<file path="src/rtl/pras_pkg.sv">
package pras_pkg;
  typedef enum logic [1:0] {
    CELL_HOLD   = 2'd0,
    CELL_LOAD_D = 2'd1,
    CELL_LOAD_W = 2'd2
  } cell_op_e;

  function automatic int addr_bits(input int n);
    return (n <= 2) ? 1 : $clog2(n);
  endfunction
endpackage

</file>
<file path="src/rtl/pras_cell.sv">
module pras_cell (
  input  logic               clk,
  input  logic               rst_n,
  input  pras_pkg::cell_op_e op,
  input  logic               d,
  input  logic               w,
  output logic               q
);
  always_ff @(posedge clk) begin
    if (!rst_n) q <= 1'b0;
    else begin
      case (op)
        pras_pkg::CELL_LOAD_D: q <= d;
        pras_pkg::CELL_LOAD_W: q <= w;
        default:               q <= q;
      endcase
    end
  end
endmodule

</file>
<file path="src/rtl/pras_row_seq.sv">
module pras_row_seq #(
  parameter int ROWS = 4,
  parameter int RW   = 2
) (
  input  logic          clk,
  input  logic          rst_n,
  input  logic          test_mode,
  input  logic          step,
  output logic [RW-1:0] row
);
  localparam logic [RW-1:0] LAST = RW'(ROWS - 1);

  always_ff @(posedge clk) begin
    if (!rst_n || !test_mode) row <= '0;
    else if (step)            row <= (row == LAST) ? '0 : row + 1'b1;
  end
endmodule

</file>
<file path="src/rtl/pras_col_dec.sv">
module pras_col_dec #(
  parameter int COLS = 8,
  parameter int CW   = 3
) (
  input  logic [CW-1:0]   col_addr,
  output logic [COLS-1:0] col_sel,
  output logic            in_range
);
  assign in_range = (int'(col_addr) < COLS);

  for (genvar c = 0; c < COLS; c++) begin : g_col
    assign col_sel[c] = (col_addr == CW'(c));
  end
endmodule

</file>
<file path="src/rtl/pras_grid.sv">
module pras_grid #(
  parameter  int ROWS  = 4,
  parameter  int COLS  = 8,
  localparam int CELLS = ROWS * COLS,
  localparam int RW    = pras_pkg::addr_bits(ROWS),
  localparam int CW    = pras_pkg::addr_bits(COLS)
) (
  input  logic             clk,
  input  logic             rst_n,
  input  logic             test_mode,
  input  logic [CELLS-1:0] fun_d,
  output logic [CELLS-1:0] fun_q,
  input  logic             capture,
  input  logic             row_step,
  output logic [RW-1:0]    active_row,
  input  logic [CW-1:0]    col_addr,
  input  logic             wr_valid,
  output logic             wr_ready,
  input  logic             wr_data,
  output logic             rd_valid,
  output logic             rd_data
);
  logic [COLS-1:0] col_sel;
  logic            col_ok;
  logic [ROWS-1:0] row_sel;
  logic            wr_fire;
  logic            load_all;

  pras_row_seq #(.ROWS(ROWS), .RW(RW)) u_rows (
    .clk(clk), .rst_n(rst_n), .test_mode(test_mode),
    .step(row_step), .row(active_row)
  );

  pras_col_dec #(.COLS(COLS), .CW(CW)) u_cols (
    .col_addr(col_addr), .col_sel(col_sel), .in_range(col_ok)
  );

  for (genvar r = 0; r < ROWS; r++) begin : g_rsel
    assign row_sel[r] = (active_row == RW'(r));
  end

  assign load_all = !test_mode || capture;
  assign wr_ready = test_mode && !capture;
  assign wr_fire  = wr_valid && wr_ready && col_ok;

  for (genvar r = 0; r < ROWS; r++) begin : g_row
    for (genvar c = 0; c < COLS; c++) begin : g_cell
      pras_pkg::cell_op_e op;
      always_comb begin
        if (load_all)                              op = pras_pkg::CELL_LOAD_D;
        else if (wr_fire && row_sel[r] && col_sel[c]) op = pras_pkg::CELL_LOAD_W;
        else                                       op = pras_pkg::CELL_HOLD;
      end
      pras_cell u_cell (
        .clk(clk), .rst_n(rst_n), .op(op),
        .d(fun_d[r*COLS + c]), .w(wr_data), .q(fun_q[r*COLS + c])
      );
    end
  end

  always_comb begin
    logic hit;
    hit = 1'b0;
    for (int i = 0; i < CELLS; i++)
      hit = hit | (fun_q[i] & row_sel[i / COLS] & col_sel[i % COLS]);
    rd_valid = test_mode && col_ok;
    rd_data  = rd_valid && hit;
  end
endmodule

</file>
<file path="config.mk">
export PLATFORM = sky130hd
export DESIGN_NAME = pras_grid
export DESIGN_NICKNAME = d
export VERILOG_FILES = /design/src/rtl/pras_pkg.sv /design/src/rtl/pras_cell.sv /design/src/rtl/pras_row_seq.sv /design/src/rtl/pras_col_dec.sv /design/src/rtl/pras_grid.sv
export SDC_FILE = /design/constraint.sdc
export NUM_CORES = 1
export LEC_CHECK = 0
export BUFFER_PORTS_ARGS = -buffer_cell sky130_fd_sc_hd__buf_2
export CAP_MARGIN = 20
export CORE_MARGIN = 1
export CORE_UTILIZATION = 25
export CTS_CLUSTER_DIAMETER = 30
export DETAILED_ROUTE_END_ITERATION = 8
export PLACE_DENSITY = 0.48
export SLEW_MARGIN = 40
export SYNTH_ARGS = -nofsm -noshare
export SYNTH_HDL_FRONTEND = slang
export SYNTH_SLANG_ARGS = --single-unit
</file>
<file path="constraint.sdc">
create_clock -name clk -period 3.27 [get_ports clk]
set_clock_uncertainty 0.05 [all_clocks]
set_input_delay 0 -clock clk [delete_from_list [all_inputs] [get_ports clk]]
set_output_delay 0 -clock clk [all_outputs]
set_load 0.02 [all_outputs]
</file>
# After elaboration in Yosys (flattened, before gate mapping)
# Index checks and enable logic that the tools add are counted.
classes:
  eq_ne: 74
  order_cmp: 0
  add_sub_neg: 1
  mul: 0
  shifts: 0
  div_mod_pow: 0
  n_reduce_logical: 78
  n_mux: 97
  bitwise: 95
ops:
  columns: ["operator", "count"]
  rows:
  - ["2-bit 2-to-1 mux", 65]
  - ["2-bit == test (second input constant)", 34]
  - ["2-bit by 1-bit == test with 1-bit output (second input constant)", 33]
  - ["1-bit bitwise AND", 64]
  - ["1-bit one-hot mux with 2 select lines", 32]
  - ["2-bit nonzero test", 32]
  - ["1-bit logical AND", 39]
  - ["1-bit bitwise OR", 31]
  - ["3-bit == test (second input constant)", 4]
  - ["3-bit by 2-bit == test with 1-bit output (second input constant)", 2]
  - ["3-bit by 1-bit == test with 1-bit output (second input constant)", 1]
  - ["1-bit zero test", 3]
  - ["3-bit zero test", 1]
  - ["2-bit by 1-bit adder with 2-bit output (second input constant)", 1]
  - ["2-bit zero test", 1]
  - ["1-bit logical OR", 2]
totals:
  n_memories: 0
  out_inout_bits: 37
  mem_bits_rw: 0
  rom_bits: 0
  wordCells: 378
  reg_bits: 34
  latchBits: 0

# Logic depth before layout (Yosys ltp)
logic_depth:
  ltp_word: 35
  depth_mapped: 8
  mapped_depth_nobuf: 7

# Hierarchy
# From an unflattened synthesis, not the netlist that was laid out.
hier_totals:
  hier_cells: 276
  hier_area_um2: 2661.3
modules_own_cells:
  columns: ["mod", "cells_per_inst", "area_per_inst_um2", "seq_area_each_um2", "n_inst"]
  rows:
  - ["pras_cell", 6, 63.8, 20.0, 32]
  - ["pras_grid", 65, 449.2, 0.0, 1]
  - ["pras_row_seq", 9, 93.8, 40.0, 1]
  - ["pras_col_dec", 10, 76.3, 0.0, 1]

# Least setup slack after synthesis
# OpenSTA, ideal clock, no wires.
synth_timing:
  path_kind: "reg2out"
  startpoint: "register u_rows.row[0]"
  endpoint: "output rd_data"
  path_stages_with_launch: 8
  required_ns: 3.220
  path_slack_ns: 1.422
  arrival_ns: 1.798
  cell_sequence: "dfxtp_1 > inv_1 > ha_1 > clkbuf_1 > a22o_1 > a22oi_1 > nand4_1 > o31a_1"
synth_between:
  elab_chain_cells: 35
synth_lines:
  columns: ["element", "line", "rtl"]
  rows:
  - ["start, declared", "pras_row_seq.sv:9", "output logic [RW-1:0] row"]
  - ["start signal, assigned", "pras_row_seq.sv:15", "else if (step) row <= (row == LAST) ? '0 : row + 1'b1;"]
  - ["2-bit zero test", "pras_grid.sv:39", "assign row_sel[r] = (active_row == RW'(r));"]
  - ["1-bit bitwise AND (2 in a row)", "pras_grid.sv:65", "hit = hit | (fun_q[i] & row_sel[i / COLS] & col_sel[i % COLS]);"]
  - ["1-bit bitwise OR (30 in a row)", "pras_grid.sv:65", null]
  - ["1-bit bitwise OR (*)", "pras_grid.sv:65", null]
  - ["1-bit logical AND (*)", "pras_grid.sv:67", "rd_data = rd_valid && hit;"]
  - ["end, declared", "pras_grid.sv:21", "output logic rd_data"]
# Mark *: on every way between the ends. The rest lies on a longest branch, timed or not.

# Worst setup path after layout
# Ends and elaborated chain as after synthesis.

==> flow_metrics.py <==
metrics = {
    "yosys": {
        "synth_top_area_share": 0.297,
        "syn_avg_cell_area_sq_um": 7.61,
        "synth_cells": 301,
        "synthesis.area_sq_mm": 0.00229,
        "synthAdderAreaFrac": 0.0219,
        "ys_warn_count": 0,
        "yosysMostFrequentCell": "nand2_1",
        "ys_seq_area_frac": 0.297,
        "synth_top_area_cell": "dfxtp_1",
        "synth_async_sr_flop_share": 0,
        "synth.distinct_cells": 38,
        "synth_top_family_by_area": "simple AND/OR/NAND/NOR gates",
        "synth.top_cells.by_count": "77 x nand2_1, 37 x buf_4, 34 x dfxtp_1",
        "synth_xor_area_frac": 0,
        "synthTopCellsByArea": "dfxtp_1 30%, nand2_1 13%, buf_4 12%",
        "muxShareOfSynthArea": 0.0634,
        "synth_edf_count": 0,
        "synth-simple-area-share": 0.235,
        "synth_ff_type": "dfxtp_1",
        "synth_compound_area_frac": 0.213,
        "ys_seq_elements": 34,
        "syn_nets": 347,
    },
    "sta": {
        "setup_viol": 0,
        "fmax_ghz": 0.455,
        "hold_viol": 0,
        "tightest_slew_ns": 0.736,
        "timing.final.ws_setup_ns": 1.07,
        "rsz0062_at_grt": "no",
        "setup_tns_ns": 0,
        "drv_slew": 0,
        "period_needed_ns": 2.20,
        "slew_headroom": 0.509,
        "whs_ns": 0.0170,
        "min_period_over_period": 0.672,
    },
    "cts": {
        "clk_latency_ns": 0.28,
        "cts_tree": "yes",
        "ctsResizeCount": 0,
        "clock-sinks": 34,
        "h-tree-depth": 2,
        "postCtsHoldBufs": 25,
        "post_cts_buffers": 0,
        "clockBufferDepth": 2,
        "cts_root_buf": "clkbuf_8",
        "clk_pin_slew_ns": 0.07,
        "numCtsBuffers": 5,
    },
    "global_route": {
        "grt_util_all_layers": 0.151,
        "grt_pass1_wl_mm": 11.3,
        "grt_antenna_before_repair": 0,
        "grt_max_degree": 34,
        "overflow": 0,
        "grt_pass1_vias": 2181,
    },
    "critical_path": {
        "rr_startpoint": "u_rows.row[0]",
        "crit_path_end_kind": "output port",
        "cp.arrival_ns": 2.15,
        "worstPathRequired_ns": 3.22,
        "path_max_fanout": 10,
        "timing.rr.end": "g_row[2].g_cell[0].u_cell.q",
        "critPathLaunchType": "flop",
        "reg2reg_depth": 6,
        "crit_type": "flop to output port",
        "r2r_slack_ns": 1.56,
    },
    "placed_design": {
        "dp_hpwl_mm": 5.08,
        "port_buffers": 78,
        "placed_cell_area_sq_mm": 0.00246,
        "pre_cts_slack_ns": 1.39,
        "gp_congestion": 0.774,
        "placedCellCount": 432,
    },
    "routing": {
        "avgViaCountPerCell": 4.81,
        "drt_iter0_drc": 102,
        "ant_nets": 0,
        "drt_wl_total_mm": 7.10,
        "wire_per_inst_um": 15.3,
        "via_count": 2230,
        "firstDrtPassIters": 8,
        "drc": 10,
    },
    "cells_and_area": {
        "area_growth_pct": 21.6,
        "layoutNonFillerInstCount": 464,
        "drive_gt1_frac": 0.253,
        "seq_area_sq_um": 681,
        "utilization": 0.316,
        "n_antenna_cell": 0,
        "finalInstanceArea_sq_mm": 0.00278,
        "nFillCells": 966,
        "final_nets": 402,
        "multi_input_area_sq_mm": 0.00122,
    },
    "power": {
        "peakVddDrop_mv": 0.112,
        "power.total_mw": 0.981,
        "powerDensity_mw_per_mm2": 353,
        "leakage_nw": 1.26,
    },
    "floorplan": {
        "ios": 79,
        "initial_core_util": 0.260,
        "die-height_um": 97.7,
        "coreArea_sq_mm": 0.00881,
        "dieArea_sq_mm": 0.00955,
        "row_count": 34,
        "die_x_um": 97.7,
    },
    "worst_hold_path": {
        "hold_path.class": "input pin to flop",
        "worstHoldPathCells": 4,
        "holdPathEnd": "g_row[3].g_cell[0].u_cell.q",
        "worstHoldStart": "fun_d[24]",
    },
    "outcome": {
        "violations": "design-rule violations",
        "status": "finished, violations left",
    },
    "run": {
        "drv_cap": 0,
    },
}
[how the worst max path moves through the flow]
stage,cells after the start,slack (ns),to,from
global route,7,0.92,rd_data,u_rows.row[0]
CTS,7,1.08,rd_data,u_rows.row[0]
finish,7,1.07,rd_data,u_rows.row[0]
global placement,7,1.47,rd_data,u_rows.row[0]
floorplan,7,1.42,rd_data,u_rows.row[0]
detailed placement,7,1.39,rd_data,u_rows.row[0]
[per-layer routing]
layer | routed length (um) | track usage | vias up
met5 | 0 | 0 | -
met3 | 415 | 0.0396 | 9
met2 | 3290 | 0.248 | 59
met1 | 3300 | 0.193 | 1028
li1 | - | - | 1134
met4 | 94 | 0.0431 | 0
[flip-flops by register name (all words and copies together) (netlist names)]
| register | cells |
|---|---|
| g_row.g_cell.u_cell.q | 32 |
| u_rows.row | 2 |
[critical path, stage by stage, from the launching register on]
cell	delay [ns]
dfxtp_1	0.41
inv_1	0.09
ha_1	0.32
a22o_1	0.23
a22oi_1	0.19
nand4_1	0.12
o31a_1	0.33
buf_2	0.17
[final cells by class]
type                    instances  share of cell area
clock buffers                   7              0.0274
inverters                       6             0.00809
multi-input cells             205               0.439
flip-flops and latches         34               0.244
well taps                     108              0.0485
repair buffers                104               0.233
[layout by cell type (no fill, tap or decap), drive strengths merged, types with 2 or more instances in the layout]
| cell type | netlist | layout |
|---|---|---|
| buf | 46 | 79 |
| nand2 | 77 | 77 |
| dfxtp | 34 | 34 |
| nor2 | 28 | 28 |
| dlygate4sd3 | 0 | 25 |
| a311oi | 22 | 22 |
| mux2i | 10 | 10 |
| o21ai | 9 | 9 |
| o311a | 8 | 8 |
| nand3 | 7 | 7 |
| clkbuf | 10 | 7 |
| a22o | 6 | 6 |
| inv | 6 | 6 |
| and3 | 5 | 5 |
| a22oi | 4 | 4 |
| ha | 4 | 4 |
| nor3 | 3 | 3 |
| nand2b | 2 | 2 |
| a21oi | 2 | 2 |
| mux2 | 2 | 2 |
| o211a | 2 | 2 |
| nor2b | 2 | 2 |
[logic make-up after synthesis]
group | after synthesis
and+or+nand+nor | 128
buffers and inverters | 62
AOI/OAI and AO/OA | 60
DFF | 34
muxes | 13
adders and majority gates | 4
[where the power goes]
part	total [mW]	switching, mW	leakage [nW]	internal (mW)
Sequential	0.463	0.0225	0.282	0.440
Clock	0.294	0.148	0.0383	0.147
Combinational	0.224	0.128	0.944	0.0962
No activity file was read; power rests on OpenSTA's default activity.
